`src/rtl/cmac_pkg.sv`:
```
package cmac_pkg;
   // part positions inside a packed element: real is the upper half
   localparam int unsigned RE_IDX  = 1;
   localparam int unsigned IM_IDX  = 0;
   localparam int unsigned N_PARTS = 2;
   localparam int unsigned N_PROD  = 4;

   // product k: 0 = re*re, 1 = im*im, 2 = re*im, 3 = im*re
   function automatic int unsigned a_part_of(input int unsigned k);
      return (k == 1 || k == 3) ? IM_IDX : RE_IDX;
   endfunction

   function automatic int unsigned b_part_of(input int unsigned k);
      return (k == 1 || k == 2) ? IM_IDX : RE_IDX;
   endfunction
endpackage

```
`src/rtl/cmac_mult.sv`:
```
module cmac_mult
   import cmac_pkg::*;
#(
   parameter int unsigned PART_W = 16,
   localparam int unsigned ELEM_W = N_PARTS * PART_W,
   localparam int unsigned PROD_W = 2 * PART_W
) (
   input  logic                           clk,
   input  logic                           rst_n,
   input  logic [ELEM_W-1:0]              a_i,
   input  logic [ELEM_W-1:0]              b_i,
   output logic [N_PROD-1:0][PROD_W-1:0]  prod_o
);
   logic [N_PARTS-1:0][PART_W-1:0] a_p, b_p;
   assign a_p = a_i;
   assign b_p = b_i;

   for (genvar k = 0; k < N_PROD; k++) begin : g_prod
      localparam int unsigned AI = a_part_of(k);
      localparam int unsigned BI = b_part_of(k);
      logic signed [PROD_W-1:0] full;
      assign full = PROD_W'($signed(a_p[AI])) * PROD_W'($signed(b_p[BI]));
      always_ff @(posedge clk or negedge rst_n) begin
         if (!rst_n) prod_o[k] <= '0;
         else        prod_o[k] <= full;
      end
   end
endmodule

```
`src/rtl/cmac_accum.sv`:
```
module cmac_accum
   import cmac_pkg::*;
#(
   parameter int unsigned PART_W  = 16,
   parameter int unsigned FRAC_W  = 14,
   parameter int unsigned GUARD_W = 8,
   localparam int unsigned ELEM_W = N_PARTS * PART_W,
   localparam int unsigned PROD_W = 2 * PART_W,
   localparam int unsigned ACC_W  = PROD_W + 1 + GUARD_W
) (
   input  logic                           clk,
   input  logic                           rst_n,
   input  logic                           en_i,
   input  logic                           clr_i,
   input  logic                           last_i,
   input  logic [ELEM_W-1:0]              init_i,
   input  logic [N_PROD-1:0][PROD_W-1:0]  prod_i,
   output logic                           out_valid_o,
   output logic [ELEM_W-1:0]              out_data_o
);
   logic [N_PARTS-1:0][PART_W-1:0] init_p;
   logic [N_PARTS-1:0][PART_W-1:0] res_p;
   logic signed [ACC_W-1:0] term [N_PARTS];

   assign init_p = init_i;
   assign term[RE_IDX] = ACC_W'($signed(prod_i[0])) - ACC_W'($signed(prod_i[1]));
   assign term[IM_IDX] = ACC_W'($signed(prod_i[2])) + ACC_W'($signed(prod_i[3]));

   for (genvar j = 0; j < N_PARTS; j++) begin : g_lane
      logic signed [ACC_W-1:0] acc_q, base, nxt;
      always_comb begin
         base = clr_i ? (ACC_W'($signed(init_p[j])) <<< FRAC_W) : acc_q;
         nxt  = base + (en_i ? term[j] : '0);
      end
      always_ff @(posedge clk or negedge rst_n) begin
         if (!rst_n) begin
            acc_q    <= '0;
            res_p[j] <= '0;
         end else begin
            acc_q <= nxt;
            if (last_i) res_p[j] <= nxt[FRAC_W +: PART_W];
         end
      end
   end

   always_ff @(posedge clk or negedge rst_n) begin
      if (!rst_n) out_valid_o <= 1'b0;
      else        out_valid_o <= last_i;
   end
   assign out_data_o = res_p;
endmodule

```
`src/rtl/cmac_unit.sv`:
```
module cmac_unit
   import cmac_pkg::*;
#(
   parameter int unsigned PART_W  = 16,
   parameter int unsigned FRAC_W  = 14,
   parameter int unsigned GUARD_W = 8,
   localparam int unsigned ELEM_W = N_PARTS * PART_W,
   localparam int unsigned PROD_W = 2 * PART_W
) (
   input  logic              clk,
   input  logic              rst_n,
   input  logic              in_valid,
   input  logic              in_clear,
   input  logic              in_last,
   input  logic [ELEM_W-1:0] in_init,
   input  logic [ELEM_W-1:0] in_a,
   input  logic [ELEM_W-1:0] in_b,
   output logic              out_valid,
   output logic [ELEM_W-1:0] out_data
);
   if (FRAC_W >= PART_W) begin : g_bad_frac
      $error("FRAC_W must be below PART_W");
   end
   if (GUARD_W < 1) begin : g_bad_guard
      $error("GUARD_W must be at least one");
   end

   // stage 1: operand and control capture
   logic              s1_v, s1_c, s1_l;
   logic [ELEM_W-1:0] s1_a, s1_b, s1_init;
   // stage 2: control aligned with registered products
   logic              s2_v, s2_c, s2_l;
   logic [ELEM_W-1:0] s2_init;
   logic [N_PROD-1:0][PROD_W-1:0] s2_prod;

   always_ff @(posedge clk or negedge rst_n) begin
      if (!rst_n) begin
         {s1_v, s1_c, s1_l} <= '0;
         {s2_v, s2_c, s2_l} <= '0;
         s1_a    <= '0;
         s1_b    <= '0;
         s1_init <= '0;
         s2_init <= '0;
      end else begin
         {s1_v, s1_c, s1_l} <= {in_valid, in_clear, in_last};
         s1_a    <= in_a;
         s1_b    <= in_b;
         s1_init <= in_init;
         {s2_v, s2_c, s2_l} <= {s1_v, s1_c, s1_l};
         s2_init <= s1_init;
      end
   end

   cmac_mult #(.PART_W(PART_W)) u_mult (
      .clk    (clk),
      .rst_n  (rst_n),
      .a_i    (s1_a),
      .b_i    (s1_b),
      .prod_o (s2_prod)
   );

   cmac_accum #(.PART_W(PART_W), .FRAC_W(FRAC_W), .GUARD_W(GUARD_W)) u_acc (
      .clk         (clk),
      .rst_n       (rst_n),
      .en_i        (s2_v),
      .clr_i       (s2_c),
      .last_i      (s2_l),
      .init_i      (s2_init),
      .prod_i      (s2_prod),
      .out_valid_o (out_valid),
      .out_data_o  (out_data)
   );
endmodule

```
`config.mk`:
```
export PLATFORM = sky130hd
export DESIGN_NAME = cmac_unit
export DESIGN_NICKNAME = d
export VERILOG_FILES = /design/src/rtl/cmac_pkg.sv /design/src/rtl/cmac_mult.sv /design/src/rtl/cmac_accum.sv /design/src/rtl/cmac_unit.sv
export SDC_FILE = /design/constraint.sdc
export NUM_CORES = 2
export LEC_CHECK = 0
export BUFFER_PORTS_ARGS = -buffer_cell sky130_fd_sc_hd__buf_2
export CORE_ASPECT_RATIO = 1.25
export CORE_MARGIN = 8
export CORE_UTILIZATION = 50
export DETAILED_ROUTE_END_ITERATION = 8
export GPL_TIMING_DRIVEN = 0
export PLACE_DENSITY = 0.75
export SYNTH_ARGS = -nofsm -noshare
export SYNTH_HDL_FRONTEND = slang
export SYNTH_SLANG_ARGS = --single-unit
export TNS_END_PERCENT = 20
```
`constraint.sdc`:
```
create_clock -name clk -period 6.57 [get_ports clk]
set_input_delay 0 -clock clk [delete_from_list [all_inputs] [get_ports clk]]
set_output_delay 0 -clock clk [all_outputs]
set_load 0.05 [all_outputs]
```
Word level (Yosys, flattened, before mapping)
Cells that the tools add are included.
- bits in registers: 377
- input port bits: 101
- output and inout bits: 33
- logic and storage cells: 31
- add/subtract/negate cells: 4
- multipliers: 4
- muxes and demuxes: 4
- operators with widths (operator ; number):
    two-way mux 41 bit ; 4
    multiplier 16 x 16 -> 32 bit ; 4
    adder 41 bit ; 2
    adder 32 x 32 -> 33 bit ; 1
    subtractor 32 x 32 -> 33 bit ; 1

Logic depth before layout (Yosys ltp)
- word-level depth: 3
- depth in mapped cells: 26
- mapped depth without buffers: 25

By module
A second synthesis with hierarchy kept.
- cells, all modules: 5752
- area, all modules: 55580.8 um^2
- by module, submodules not included (module ; times used ; cells an instance ; area each (um^2) ; seq. area each (um^2)):
    cmac_mult ; 1 ; 4499 ; 42572.1 ; 3203.1
    cmac_accum ; 1 ; 1119 ; 9655.5 ; 2327.2
    cmac_unit ; 1 ; 134 ; 3353.2 ; 3353.2

Worst setup path after synthesis
OpenSTA, ideal clock, no wires.
- kind: flip-flop to flip-flop
- start point: register s1_b[23]
- end point: register u_mult.prod_o[28] (netlist bit)
- arrival: 6206 ps
- data required time: 6442 ps
- setup slack: 237 ps
- cell stages (with the launch flop): 25
- cell sequence: dfrtp_1 clkbuf_1 nand2_1 fa_1 inv_1 fa_1 inv_1 fa_1 inv_1 fa_1 fa_1 inv_1 fa_1 inv_1 ha_1 o21a_1 o21ai_0 o21bai_1 a21o_1 a41o_1 a2111oi_0 o21ai_0 a31oi_1 o21bai_1 xor2_1
- longest elaborated chain between the ends: 1
- ends and longest elaborated chain (item ; RTL line ; text):
    start: declaration ; cmac_unit.sv:30 ; logic [ELEM_W-1:0] s1_a, s1_b, s1_init;
    start signal: assignment ; cmac_unit.sv:47 ; s1_b <= in_b;
    multiplier 16 x 16 -> 32 bit ; cmac_mult.sv:22 ; assign full = PROD_W'($signed(a_p[AI])) * PROD_W'($signed(b_p[BI]));
    net u_mult.g_prod[0].full[28] ; cmac_mult.sv:21 ; logic signed [PROD_W-1:0] full;
    end signal: indexed assignment ; cmac_mult.sv:25 ; else prod_o[k] <= full;
    end: declaration ; cmac_mult.sv:12 ; output logic [N_PROD-1:0][PROD_W-1:0] prod_o
The timed path passes the listed nets, and every way through them passes these cells.
A chain may end at the register's enable or synchronous reset.

Final worst setup path
- start point: register s1_a[19]
- end point: register u_mult.prod_o[28] (netlist bit)
- longest elaborated chain between the ends: 1
- ends and longest elaborated chain (item ; RTL line ; text):
    start: declaration ; cmac_unit.sv:30 ;
    start signal: assignment ; cmac_unit.sv:46 ; s1_a <= in_a;
    multiplier 16 x 16 -> 32 bit ; cmac_mult.sv:22 ;
    net u_mult.g_prod[0].full[28] ; cmac_mult.sv:21 ;
The timed path passes the listed nets, and every way through them passes these cells.

==> summary.md <==
| Metric | Value |
|---|---|
| Outcome | finished with violations |
| Failing checks | negative setup slack |
| Clock Latency Late Sink | 620 ps |
| Number of global-route vias before repair | around 43000 |
| Final Util | 0.572 |
| Critical path buffer and inverter count | 6 |
| Largest fanout on the critical path | 10 |
| Buffers on Ports | approximately 130 |
| DPL Wire Length | 131000 µm |
| First-pass DRT Iterations | 8 |
| Syn_area_per_cell | around 9.6 µm² |
| Post-route DRC | 0 |
| Worst Setup End Kind | register |
| Final #Nets | between 7000 and 8000 |
| Largest net degree at the start of global routing | about 120 |
| Detailed Route Iter0 Violations | 3451 |
| Initial core utilization | 0.504 |
| Final hold violation count | 0 |
| Wire length per cell after detailed routing | ~23 µm |
| CP startpoint | s1_a[19] |
| Startpoint types | register |
| Launching point of the worst reg2reg path | s1_a[19] |
| Die area | about 0.12 mm² |
| Fin crit share | 1.05 |
| Max-slew violations | 0 |
| Tot GR Track Use | 0.290 |
| Placer Congestion | 1.01 |
| Fmax | 145 MHz |
| Area growth, synth to finish | 13.5% |
| Initial antenna violation count | 23 |
| Number of synthesized flops with an enable pin | 0 |
| Seq/Total Area, Yosys | 0.164 |
| Number of synthesized register bits | 347 |
| Layout cells sized above 1 | 0.105 |
| Slew HR | 0.266 |
| Post-Syn Nets | approximately 7000 |
| Routed WL | between 150000 and 200000 µm |
| First-pass GRT wire length | between 200000 and 300000 µm |
| Worst Path Required | ~7000 ps |
| CTS HTree Levels | 2 |
| Worst Path Arrival | between 7000 and 8000 ps |
| Vias | between 40000 and 50000 |
| Flop2flop setup slack | -330 ps |
| Std cell rows | 133 |
| Core area | 0.105 mm² |
| Maxcap violations | 0 |
| GR Overflow Total | 0 |
| Top FF cell, synth | dfrtp_1 |
| Io pins | about 130 |
| Crit-path cells | buf_2 > nand2_1 > fa_1 > inv_1 > ha_1 > inv_1 > fa_1 > inv_1 > fa_1 > fa_1 > inv_1 > fa_1 > inv_1 > ha_4 > o21a_1 > o21ai_4 > o21bai_4 > a21o_1 > a41o_4 > a2111oi_4 > o21ai_2 > a31oi_1 > o21bai_1 > xor2_2 |
| Vert. Die Dim | 380 µm |
| CTS clk-pin slew, worst paths | roughly 60 ps |
| HP Class | in2reg |
| Setup ws final | -330 ps |
| CTS tree | built |
| Crit path kind | reg2reg |
| Die W | between 300 and 400 µm |
| Sinks on Clock Net | 347 |
| Vias per cell | 5.51 |
| Ys async rst share | 1.00 |
| RSZ-0062 raised after global routing | yes |
| Final setup fails | 2 |
| Antenna Nets Post-Route | 0 |
| Setup Skew | 17.1 ps |
| CTS max path bufs | 3 |
| Worst Max-Slew Pin Slew | around 1100 ps |
| Number of cells produced by synthesis | 5512 |
| Synth Cell Area | roughly 0.053 mm² |
| Cts bufs inserted | 40 |
| Slowest stage delay, CP | around 530 ps |
| Critical path's slowest cell | fa_1 |
| CP delay by family, top | adder cells |
| Post-synthesis cell type count | 72 |
| YS warnings | 0 |
| Root Buffer | clkbuf_16 |
| Final min period | about 7000 ps |
| Worst Hold Launch | in_b[21] |
[cells by family after synthesis]
| group | synth area share |
|---|---|
| compound gates | 0.0660 |
| xor+xnor | 0.0420 |
| fa+ha+maj | 0.477 |
| buf+inv | 0.0993 |
| flops | 0.164 |
| mux | 0.0137 |
| simple gates | 0.138 |
[sequential cells by signal, summed over array words and instances (netlist names)]
| signal | count |
|---|---|
| u_acc.g_lane.acc_q | 60 |
| s2_v | 1 |
| u_acc.out_data_o | 32 |
| s1_c | 1 |
| s1_init | 32 |
| s1_v | 1 |
| s2_init | 32 |
| s1_a | 32 |
| u_mult.prod_o | 120 |
| s2_l | 1 |
| u_acc.out_valid_o | 1 |
| s1_l | 1 |
| s2_c | 1 |
| s1_b | 32 |
[placed cells by master, fill, tap and decap left out, types with 50 or more instances in the layout]
| master | n |
|---|---|
| o21ai_0 | 70 |
| clkbuf_4 | 52 |
| ha_1 | 426 |
| inv_1 | 1180 |
| nor2_1 | 189 |
| fa_1 | 986 |
| a21o_1 | 91 |
| dfrtp_1 | 315 |
| buf_4 | 51 |
| mux2_2 | 62 |
| a21oi_1 | 153 |
| xor2_1 | 61 |
| buf_2 | 156 |
| clkbuf_2 | 50 |
| and2_1 | 500 |
| nand2_1 | 547 |
| xnor2_1 | 173 |
| dlygate4sd3_1 | 149 |
[metrics by stage]
step	cells	setup slack, ps	TNS (ps)	hold slack, ps	instance area (µm²)
3_5_place_dp	7065	-2130	-45480	-101	55600
6_report	7339	-330	-395	19.6	60300
2_1_floorplan	5512	237	0	-296	53100
3_3_place_gp	7062	-2090	-427800	107	55500
4_1_cts	7300	-232	-726	0.688	59700
5_1_grt	7326	-337	-1650	5.32	60300
[worst reg2reg max path, delay by kind of cell (launching register included)]
| family | cells | cell delay, ps |
|---|---|---|
| adder cells (fa/ha/maj) | 7 | 3180 |
| AO/OA/AOI/OAI | 9 | 1800 |
| buffers and inverters | 6 | 720 |
| flip-flops | 1 | 450 |
| XOR/XNOR | 1 | 440 |
| AND/OR/NAND/NOR | 1 | 150 |
[metal layers]
| layer | GRT usage | share of wire |
|---|---|---|
| met1 | 0.338 | 0.35 |
| met2 | 0.455 | 0.45 |
| met3 | 0.0758 | 0.10 |
| met4 | 0.226 | 0.10 |
| met5 | 0 | 0.00017 |
[final cells by class]
class / count / area, µm²
Buffer: 208 / 1550
Tap cell: 1417 / 1770
Clock inverter: 23 / 359
Timing Repair Buffer: 323 / 2570
Fill cell: 8961 / 45000
Antenna cell: 19 / 47.5
Inverter: 1192 / 4490
Clock buffer: 49 / 1080
Sequential cell: 347 / 8730
Multi-Input combinational cell: 3761 / 39700
[cells in the mapped netlist (all sizes together) (4+ instances only)]
| cell type | instances | share of area |
|---|---|---|
| a2111oi | 7 | 0.0014 |
| a211o | 9 | 0.0015 |
| a211oi | 21 | 0.0031 |
| a21boi | 4 | 0.00057 |
| a21o | 91 | 0.013 |
| a21oi | 162 | 0.015 |
| a221oi | 4 | 0.00066 |
| a311oi | 7 | 0.0012 |
| a31o | 5 | 0.00082 |
| a31oi | 16 | 0.0019 |
| a41o | 5 | 0.00094 |
| a41oi | 5 | 0.00097 |
| and2 | 502 | 0.059 |
| and3 | 28 | 0.0033 |
| clkbuf | 209 | 0.015 |
| dfrtp | 347 | 0.16 |
| fa | 996 | 0.38 |
| ha | 432 | 0.10 |
| inv | 1192 | 0.084 |
| mux2 | 62 | 0.013 |
| nand2 | 548 | 0.039 |
| nand2b | 41 | 0.0048 |
| nand3 | 32 | 0.0030 |
| nand4 | 7 | 0.00082 |
| nor2 | 191 | 0.013 |
| nor2b | 45 | 0.0053 |
| nor3 | 51 | 0.0048 |
| nor4 | 5 | 0.00059 |
| o211ai | 6 | 0.00085 |
| o21a | 36 | 0.0051 |
| o21ai | 83 | 0.0078 |
| o21bai | 27 | 0.0038 |
| o311ai | 4 | 0.00066 |
| o31a | 4 | 0.00066 |
| o31ai | 10 | 0.0014 |
| or2 | 9 | 0.0011 |
| or3 | 13 | 0.0015 |
| xnor2 | 186 | 0.031 |
| xor2 | 66 | 0.011 |
[what timing repair did]
| item | CTS | global route |
|---|---|---|
| setup buffers | 16 | 21 |
| resized for setup | 358 | 201 |
| hold endpoints to repair | 346 | 0 |
| hold buffers | 150 | 0 |
| pin swaps | 9 | 35 |
| setup endpoints to repair | 57 | 44 |
[worst paths after layout]
kind	to	cells past startpoint
worst max-delay path	u_mult.prod_o[28]	24
worst min-delay path	s1_b[21]	2
worst max register to register	u_mult.prod_o[28]	24
worst min register to register	s2_init[14]	0
max in group asynchronous	s2_init[28]	5
min in group asynchronous	s1_a[26]	4
Power is not shown: default switching activity piles up to over one toggle a cycle in this logic, so the estimate is an artifact.
